File: config.mk
export PLATFORM = sky130hd
export DESIGN_NAME = pit_three_channel
export DESIGN_NICKNAME = d
export VERILOG_FILES = /design/src/rtl/pit_pkg.sv /design/src/rtl/pit_decode.sv /design/src/rtl/pit_channel.sv /design/src/rtl/pit_three_channel.sv
export SDC_FILE = /design/constraint.sdc
export NUM_CORES = 1
export LEC_CHECK = 0
export BUFFER_PORTS_ARGS = -buffer_cell sky130_fd_sc_hd__buf_2
export CAP_MARGIN = 20
export CORE_MARGIN = 8
export CORE_UTILIZATION = 60
export DETAILED_ROUTE_END_ITERATION = 10
export HOLD_SLACK_MARGIN = 0.06
export MAX_ROUTING_LAYER = met4
export PLACE_DENSITY = 0.87
export SYNTH_ARGS = -nofsm -noshare
export SYNTH_HDL_FRONTEND = slang
export SYNTH_HIERARCHICAL = 1
export SYNTH_SLANG_ARGS = --single-unit
File: constraint.sdc
create_clock -name clk -period 2.65 [get_ports clk]
set_input_delay 0.53 -clock clk [delete_from_list [all_inputs] [get_ports clk]]
set_output_delay 0.53 -clock clk [all_outputs]
set_load 0.005 [all_outputs]
File: src/rtl/pit_pkg.sv
// Shared constants and types for the three-channel interval timer.
// Assumes byte-wide registers on a word-aligned map (address bits 1:0 unused).
package pit_pkg;
    localparam int BYTE_W  = 8;
    localparam int COUNT_W = 2 * BYTE_W;

    // Word indices (byte address bits 4:2).
    localparam logic [2:0] WORD_CTRL  = 3'd3;
    localparam logic [2:0] WORD_CLEAR = 3'd4;

    typedef enum logic [1:0] {
        ACC_NONE = 2'b00,
        ACC_LO   = 2'b01,
        ACC_HI   = 2'b10,
        ACC_PAIR = 2'b11
    } access_e;
endpackage

File: src/rtl/pit_decode.sv
// Register decode: turns a bus access into one strobe per channel.
// Assumes NUM_CH <= 3 so that the channel select fits in wdata[7:6].
module pit_decode #(
    parameter int NUM_CH = 3,
    parameter int ADDR_W = 5
) (
    input  logic              wr_en,
    input  logic              rd_en,
    input  logic [ADDR_W-1:0] addr,
    input  logic [7:0]        wdata,
    output logic [NUM_CH-1:0] ctrl_we,
    output logic [NUM_CH-1:0] data_we,
    output logic [NUM_CH-1:0] data_re,
    output logic              clear_re
);
    import pit_pkg::*;

    logic [2:0] word;
    assign word = addr[4:2];

    // Clear-register read strobe.
    assign clear_re = rd_en && (word == WORD_CLEAR);

    // One set of strobes per channel.
    for (genvar i = 0; i < NUM_CH; i++) begin : g_dec
        assign data_we[i] = wr_en && (word == 3'(i));
        assign data_re[i] = rd_en && (word == 3'(i));
        assign ctrl_we[i] = wr_en && (word == WORD_CTRL) && (wdata[7:6] == 2'(i));
    end
endmodule

File: src/rtl/pit_channel.sv
// One 16-bit down-counter with its mode byte, divider, enable and byte toggle.
// Bus strobes take priority over counting within a cycle. GATE_ON ties the gate.
module pit_channel #(
    parameter bit GATE_ON = 1'b0
) (
    input  logic       clk,
    input  logic       rst_n,
    input  logic       ctrl_we,
    input  logic       data_we,
    input  logic       data_re,
    input  logic [7:0] wbyte,
    input  logic       tick,
    output logic [7:0] rbyte,
    output logic       wrap,
    output logic       tc
);
    import pit_pkg::*;

    logic [7:0]         mode_q;
    logic [COUNT_W-1:0] div_q, cnt_q, div_nx;
    logic               en_q, tog_q;
    logic               step;
    access_e            acc;

    assign acc = access_e'(mode_q[5:4]);

    // Divider after merging the written byte.
    always_comb begin
        div_nx = div_q;
        unique case (acc)
            ACC_LO:   div_nx[7:0]  = wbyte;
            ACC_HI:   div_nx[15:8] = wbyte;
            ACC_PAIR: if (tog_q) div_nx[15:8] = wbyte; else div_nx[7:0] = wbyte;
            default:  ;
        endcase
    end

    // Count step and terminal event, both blocked by any bus write.
    assign step = tick && en_q && GATE_ON && !ctrl_we && !data_we;
    assign wrap = step && (cnt_q <= COUNT_W'(1));

    // Read byte chosen by the access pattern.
    always_comb begin
        unique case (acc)
            ACC_LO:   rbyte = cnt_q[7:0];
            ACC_HI:   rbyte = cnt_q[15:8];
            ACC_PAIR: rbyte = tog_q ? cnt_q[15:8] : cnt_q[7:0];
            default:  rbyte = '0;
        endcase
    end

    // Mode, divider, count, enable and toggle state.
    always_ff @(posedge clk) begin
        if (!rst_n) begin
            mode_q <= '0;
            div_q  <= '0;
            cnt_q  <= '0;
            en_q   <= 1'b0;
            tog_q  <= 1'b0;
        end else if (ctrl_we) begin
            mode_q <= wbyte;
            en_q   <= 1'b0;
            tog_q  <= 1'b0;
        end else if (data_we) begin
            if (acc != ACC_NONE) begin
                div_q <= div_nx;
                cnt_q <= div_nx;
                if (acc == ACC_PAIR) begin
                    tog_q <= ~tog_q;
                    en_q  <= en_q | tog_q;
                end else begin
                    en_q  <= 1'b1;
                end
            end
        end else begin
            if (data_re && acc == ACC_PAIR) tog_q <= ~tog_q;
            if (step) cnt_q <= wrap ? div_q : cnt_q - COUNT_W'(1);
        end
    end

    // Registered terminal pulse.
    always_ff @(posedge clk) begin
        if (!rst_n) tc <= 1'b0;
        else        tc <= wrap;
    end
endmodule

File: src/rtl/pit_three_channel.sv
// Top of the interval timer: decode, three channels, read mux and sticky interrupt.
// Assumes single-cycle strobes; rdata is registered and updates only on reads.
module pit_three_channel #(
    parameter int          NUM_CH    = 3,
    parameter int          ADDR_W    = 5,
    parameter int          IRQ_CH    = 1,
    parameter logic [2:0]  GATE_MASK = 3'b010
) (
    input  logic              clk,
    input  logic              rst_n,
    input  logic              wr_en,
    input  logic              rd_en,
    input  logic [ADDR_W-1:0] addr,
    input  logic [7:0]        wdata,
    output logic [7:0]        rdata,
    input  logic              tick,
    input  logic              inhibit,
    output logic              irq,
    output logic [NUM_CH-1:0] tc_pulse
);
    logic [NUM_CH-1:0] ctrl_we, data_we, data_re, wrap;
    logic              clear_re;
    logic [7:0]        rbyte [NUM_CH];
    logic [7:0]        rd_mux;

    pit_decode #(.NUM_CH(NUM_CH), .ADDR_W(ADDR_W)) u_dec (
        .wr_en(wr_en), .rd_en(rd_en), .addr(addr), .wdata(wdata),
        .ctrl_we(ctrl_we), .data_we(data_we), .data_re(data_re),
        .clear_re(clear_re)
    );

    for (genvar i = 0; i < NUM_CH; i++) begin : g_ch
        pit_channel #(.GATE_ON(GATE_MASK[i])) u_ch (
            .clk(clk), .rst_n(rst_n),
            .ctrl_we(ctrl_we[i]), .data_we(data_we[i]), .data_re(data_re[i]),
            .wbyte(wdata), .tick(tick),
            .rbyte(rbyte[i]), .wrap(wrap[i]), .tc(tc_pulse[i])
        );
    end

    // Read mux: the addressed channel's byte, zero for everything else.
    always_comb begin
        rd_mux = '0;
        for (int i = 0; i < NUM_CH; i++)
            if (data_re[i]) rd_mux = rbyte[i];
    end

    // Registered read data.
    always_ff @(posedge clk) begin
        if (!rst_n)     rdata <= '0;
        else if (rd_en) rdata <= rd_mux;
    end

    // Sticky interrupt: a new terminal event wins over a clear in the same cycle.
    always_ff @(posedge clk) begin
        if (!rst_n)                        irq <= 1'b0;
        else if (wrap[IRQ_CH] && !inhibit) irq <= 1'b1;
        else if (clear_re)                 irq <= 1'b0;
    end
endmodule

## Yosys cells after proc, flatten, opt, wreduce, memory -nomap -nowiden

Index checks and enable logic that the tools add are counted.

| word-level totals | value |
|---|---|
| flip-flop bits (word level) | 96 |
| input port bits | 19 |

| cells by class | value |
|---|---|
| add/subtract/negate cells | 1 |
| magnitude comparators | 1 |
| equal/unequal tests | 25 |
| multiplexer cells | 40 |
| bitwise operators | 8 |
| reductions and logical operators | 49 |

Operators by type and width:

| cell | count |
|---|---|
| $mux W8 | 12 |
| $pmux W8 S2 | 6 |
| $pmux W8 S3 | 3 |
| $mux W16 | 4 |
| $reduce_bool A2 Y1 | 12 |
| $reduce_and A5 Y1 | 4 |
| $logic_and A1 B1 Y1 | 19 |
| $le A16 B1 Y1 const B | 1 |
| $ne A2 B2 Y1 const B | 8 |
| $sub A16 B1 Y16 const B | 1 |
| $mux W1 | 15 |
| $reduce_and A3 Y1 | 5 |
| $eq A2 B2 Y1 const B | 7 |
| $eq A2 B1 Y1 const B | 4 |
| $not A1 Y1 | 7 |
| $eq A3 B2 Y1 const B | 2 |
| $reduce_or A2 Y1 | 3 |
| $ne A2 B1 Y1 const B | 2 |
| $eq A3 B1 Y1 const B | 1 |
| $eq A3 B3 Y1 const B | 1 |
| $logic_not A1 Y1 | 3 |
| $logic_not A3 Y1 | 1 |
| $logic_not A2 Y1 | 1 |
| $reduce_and A2 Y1 | 1 |
| $or A1 B1 Y1 | 1 |

## Depth between registers and ports, before layout

| depth | value |
|---|---|
| depth after elaboration | 10 |
| gate-level depth with buffers | 9 |

## By module

The synthesis kept the hierarchy.

By module, submodules not included:

| module | instances | cells each | area each (um^2) |
|---|---|---|---|
| pit_channel (g_ch[1].u_ch) | 1 | 248 | 2,130.8 |
| pit_channel (g_ch[0].u_ch ...) | 2 | 87 | 854.6 |
| pit_three_channel | 1 | 54 | 500.5 |
| pit_decode | 1 | 16 | 105.1 |

## Least setup slack after synthesis

OpenSTA, ideal clock, no wires.

| path | value |
|---|---|
| path kind | input -> register |
| start point | input port addr[4] |
| end point | register g_ch[1].u_ch.div_q[11] |
| setup time | 0.128 ns |
| arrival time | 2.167 ns |
| data required time | 2.522 ns |
| slack | 0.355 ns |
| cell stages on the path | 8 |
| buffers on the path | 1 |
| cell sequence | nand4b_2 nor3b_2 nor2b_1 o21a_1 nand2_1 clkbuf_1 mux2i_1 nor2_1 |

| between the ends | value |
|---|---|
| longest elaborated chain between the ends | 5 |

Ends and longest elaborated chain:

| item | line | text |
|---|---|---|
| start: declaration | pit_three_channel.sv:13 | `input logic [ADDR_W-1:0] addr,` |
| $eq A3 B2 Y1 | pit_decode.sv:28 | `assign ctrl_we[i] = wr_en && (word == WORD_CTRL) && (wdata[7:6] == 2'(i));` |
| $logic_and A1 B1 Y1 (2 in a row) | pit_decode.sv:28 |  |
| via ctrl_we[1] | pit_three_channel.sv:21 | `logic [NUM_CH-1:0] ctrl_we, data_we, data_re, wrap;` |
| $not A1 Y1 (no line) | - |  |
| $reduce_and A3 Y1 (no line) | - |  |
| end signal: assignment | pit_channel.sv:66 | `div_q <= div_nx;` |
| end: declaration | pit_channel.sv:20 | `logic [COUNT_W-1:0] div_q, cnt_q, div_nx;` |

The timed path passes the listed nets, and every way through them passes these cells.
A chain may end at the register's enable or synchronous reset.

## Final worst setup path

| path | value |
|---|---|
| start point | input port addr[4] |
| end point | register g_ch[1].u_ch.cnt_q[7] |

RTL lines:

| item | line | text |
|---|---|---|
| $eq A3 B1 Y1 (*) | pit_decode.sv:26 | `assign data_we[i] = wr_en && (word == 3'(i));` |
| $logic_and A1 B1 Y1 (*) | pit_decode.sv:26 |  |
| via data_we[1] | pit_three_channel.sv:21 |  |
| $logic_not A1 Y1 | pit_channel.sv:39 | `assign step = tick && en_q && GATE_ON && !ctrl_we && !data_we;` |
| $logic_and A1 B1 Y1 | pit_channel.sv:39 |  |
| $logic_and A1 B1 Y1 | pit_channel.sv:40 | `assign wrap = step && (cnt_q <= COUNT_W'(1));` |
| $mux W16 (2 in a row) | pit_channel.sv:77 | `if (step) cnt_q <= wrap ? div_q : cnt_q - COUNT_W'(1);` |
| $mux W16 | pit_channel.sv:64 | `end else if (data_we) begin` |
| end signal: assignment | pit_channel.sv:67 | `cnt_q <= div_nx;` |
| end signal: assignment | pit_channel.sv:77 |  |
| end: declaration | pit_channel.sv:20 |  |

Mark *: on every way through the listed nets, which the timed path passes. The rest lies on a longest branch. The select of a mux whose other input is x is not followed.

==> flow_results.xml <==
<?xml version="1.0" encoding="UTF-8"?>
<metrics>
  <group name="floorplanning">
    <metric name="core.rowCount" unit="">31</metric>
    <metric name="design.die.area" unit="mm^2">0.0104</metric>
    <metric name="dieHeight" unit="um">102</metric>
    <metric name="core_area" unit="mm^2">0.00721</metric>
    <metric name="num_io_pins" unit="">31</metric>
    <metric name="initial_cell_density_of_the_core" unit="">0.614</metric>
    <metric name="die-width" unit="um">102</metric>
  </group>
  <group name="clocking">
    <metric name="cts_tree" unit="">done</metric>
    <metric name="cts.clk_slew.worst_paths" unit="ps">90</metric>
    <metric name="ctsRootBufferMaster" unit="">clkbuf_8</metric>
    <metric name="cts.hold.buffers_added" unit="">0</metric>
    <metric name="cts_resized" unit="">0</metric>
    <metric name="level_count_of_the_clock_h_tree" unit="">3</metric>
    <metric name="clock_sinks" unit="">84</metric>
    <metric name="postCtsSetupRepairBufs" unit="">0</metric>
    <metric name="clock_path_buffers" unit="">2</metric>
    <metric name="clk_latency" unit="ps">370</metric>
    <metric name="number_of_buffers_inserted_during_clock_tree_synthesis" unit="">9</metric>
  </group>
  <group name="timing">
    <metric name="max_slew_margin" unit="">0.496</metric>
    <metric name="hold_ws" unit="ps">465</metric>
    <metric name="totalNegativeSetupSlack" unit="ps">0</metric>
    <metric name="max_freq" unit="GHz">0.441</metric>
    <metric name="finalCriticalPeriod" unit="ps">2270</metric>
    <metric name="timing.clock.skew" unit="ps">14.7</metric>
    <metric name="drv_slew" unit="">0</metric>
    <metric name="tightest_slew" unit="ps">755</metric>
    <metric name="timing.final.setup_violations" unit="">0</metric>
    <metric name="rsz0062_at_grt" unit="">false</metric>
    <metric name="fin_crit_sh" unit="">0.855</metric>
    <metric name="timing.final.hold_violations" unit="">0</metric>
  </group>
  <group name="power_and_ir_drop">
    <metric name="cellInternalPower" unit="mW">1.86</metric>
    <metric name="power.ir.vdd_worst" unit="uV">349</metric>
    <metric name="swShare" unit="">0.245</metric>
    <metric name="share_seq_of_total_power" unit="">0.515</metric>
    <metric name="power.density_cell_area" unit="mW/mm^2">501</metric>
    <metric name="pwr-share-clk" unit="">0.429</metric>
    <metric name="power_leakage" unit="nW">2.12</metric>
    <metric name="post-layout-total-power" unit="mW">2.46</metric>
    <metric name="switchingPower" unit="uW">604</metric>
    <metric name="combinationalPowerShare" unit="">0.056</metric>
  </group>
  <group name="route">
    <metric name="route.detailed.vias_per_inst" unit="">6.26</metric>
    <metric name="drt_drc_violations_left" unit="">0</metric>
    <metric name="wirelength" unit="mm">11.7</metric>
    <metric name="drt_first_iter_violations" unit="">242</metric>
    <metric name="drt-wirelength-per-cell" unit="um">18.7</metric>
    <metric name="antenna_left" unit="">0</metric>
    <metric name="num_vias" unit="">3913</metric>
    <metric name="drt_pre_antenna_iters" unit="">5</metric>
  </group>
  <group name="logic_synthesis">
    <metric name="syn-instance-count" unit="">490</metric>
    <metric name="synthesis.area_per_instance" unit="um^2">9.04</metric>
    <metric name="synth.cell_area" unit="mm^2">0.00443</metric>
    <metric name="yosysWarningCount" unit="">6</metric>
    <metric name="synth_fp_nets" unit="">511</metric>
  </group>
  <group name="global_route">
    <metric name="grt_pass1_vias" unit="">3862</metric>
    <metric name="globalRouteOverflowTotal" unit="">0</metric>
    <metric name="maximum_number_of_pins_on_one_net_before_global_route_repair" unit="">70</metric>
    <metric name="global_route_wire_length_before_repair" unit="mm">18.8</metric>
    <metric name="grt_antenna_before_repair" unit="">0</metric>
    <metric name="grt_util_all_layers" unit="">0.240</metric>
  </group>
  <group name="setup_path">
    <metric name="crit_path_end_kind" unit="">flop</metric>
    <metric name="timing_worst_setup_path_type" unit="">in -&gt; reg</metric>
    <metric name="critical_path.max_fanout" unit="">9</metric>
    <metric name="critical_path.max_stage_delay" unit="ps">340</metric>
    <metric name="worstPathRequired" unit="ps">2920</metric>
    <metric name="cp_cell_sequence" unit="">buf_2 -&gt; nand2b_1 -&gt; nor2_1 -&gt; nor2b_1 -&gt; o21ai_0 -&gt; nand2_1 -&gt; buf_4 -&gt; o221ai_1 -&gt; a211oi_1</metric>
    <metric name="timing.critical_path.arrival" unit="ps">2530</metric>
    <metric name="cp_max_delay_cell" unit="">nand2_1</metric>
    <metric name="setup.worst_path.start_class" unit="">primary input</metric>
  </group>
  <group name="run_status">
    <metric name="run_status" unit="">completed</metric>
  </group>
  <group name="placed_design">
    <metric name="gpl.final_weighted_congestion" unit="">0.991</metric>
    <metric name="detailedPlacementHpwl" unit="mm">8.30</metric>
    <metric name="dp_cells" unit="">609</metric>
    <metric name="portBuffers" unit="">26</metric>
  </group>
  <group name="final_layout">
    <metric name="nFillCells" unit="">584</metric>
    <metric name="flow.area_growth_from_synthesis" unit="%">10.9</metric>
    <metric name="insertedDiodeCount" unit="">0</metric>
    <metric name="final-seq-area" unit="mm^2">0.00168</metric>
    <metric name="fin_nets" unit="">542</metric>
    <metric name="share_of_post_route_cells_with_drive_strength_above_1" unit="">0.188</metric>
    <metric name="layout_cells_excl_fill" unit="">625</metric>
    <metric name="multiInputGateArea" unit="mm^2">0.00253</metric>
    <metric name="postLayoutCoreUtil" unit="">0.681</metric>
  </group>
  <group name="worst_hold_path">
    <metric name="timing.hold.worst.class" unit="">reg -&gt; reg</metric>
  </group>
  <group name="flow_run">
    <metric name="drv_cap" unit="">0</metric>
  </group>
</metrics>
[layout by cell type (no fill, tap or decap), types with 5 or more instances in the layout]
cell,count
a211oi_1,8
a21oi_1,27
a221oi_1,10
a22o_1,23
buf_2,26
buf_4,22
clkbuf_8,9
dfxtp_1,84
inv_1,8
mux2i_1,43
nand2_1,82
nand2b_1,7
nand3_1,7
nand3b_1,9
nor2_1,19
nor2b_1,7
nor3_1,6
o211ai_1,5
o21ai_1,17
o221ai_1,10
xnor2_1,9
xor2_1,5
[path summary, 6_finish.rpt]
path	startpoint	to	slack (ps)	depth (start not counted)
worst min-delay path	g_ch[1].u_ch/div_q[14]	g_ch[1].u_ch/div_q[14]	470	2
worst min register to register	g_ch[1].u_ch/div_q[14]	g_ch[1].u_ch/div_q[14]	470	2
worst max register to register	g_ch[1].u_ch/cnt_q[9]	g_ch[1].u_ch/cnt_q[10]	500	6
worst max-delay path	addr[4]	g_ch[1].u_ch/cnt_q[7]	380	9
[state kept, by name (all words and copies together) (netlist names)]
name,count
rdata,8
g_ch.u_ch/tc,1
g_ch.u_ch/div_q,16
g_ch.u_ch/cnt_q,48
g_ch.u_ch/tog_q,3
irq,1
g_ch.u_ch/mode_q,6
g_ch.u_ch/en_q,1
[worst max-delay path, delay by kind of cell]
family | cells | cell delay [ps]
buffers and inverters | 2 | 310
and+or+nand+nor | 4 | 1110
AOI/OAI and AO/OA | 3 | 570
[power groups by stage]
stage                     Combinational, mW  Sequential, mW  Clock [mW]
final                                 0.138            1.27        1.06
after global routing                  0.149            1.27        1.11
after CTS                             0.136            1.27        1.06
after detailed placement              0.135            1.30           0
after global placement                0.131            1.30           0
after floorplan                      0.0834            1.30           0
[metal layers]
metal	GRT usage	up-vias	share of wire
met2	0.404	157	0.49
met4	0.0959	0	0.025
li1	-	1836	-
met5	-	-	0
met1	0.279	1892	0.41
met3	0.0388	28	0.072
[cell type report]
class | instances | share of cell area
well taps | 99 | 0.0252
repair buffers | 49 | 0.0642
inverters | 9 | 0.00713
multi-input cells | 368 | 0.515
clock inverters | 7 | 0.0216
clock buffers | 9 | 0.0252
flip-flops and latches | 84 | 0.342
[stage by stage]
step	setup WS [ps]	cell area, um^2
final	384	4910
after floorplan	355	4430
after CTS	404	4910
after global routing	239	4910
after detailed placement	11.2	4680
after global placement	175	4680
Note: power is estimated with default switching activity, not from simulation.
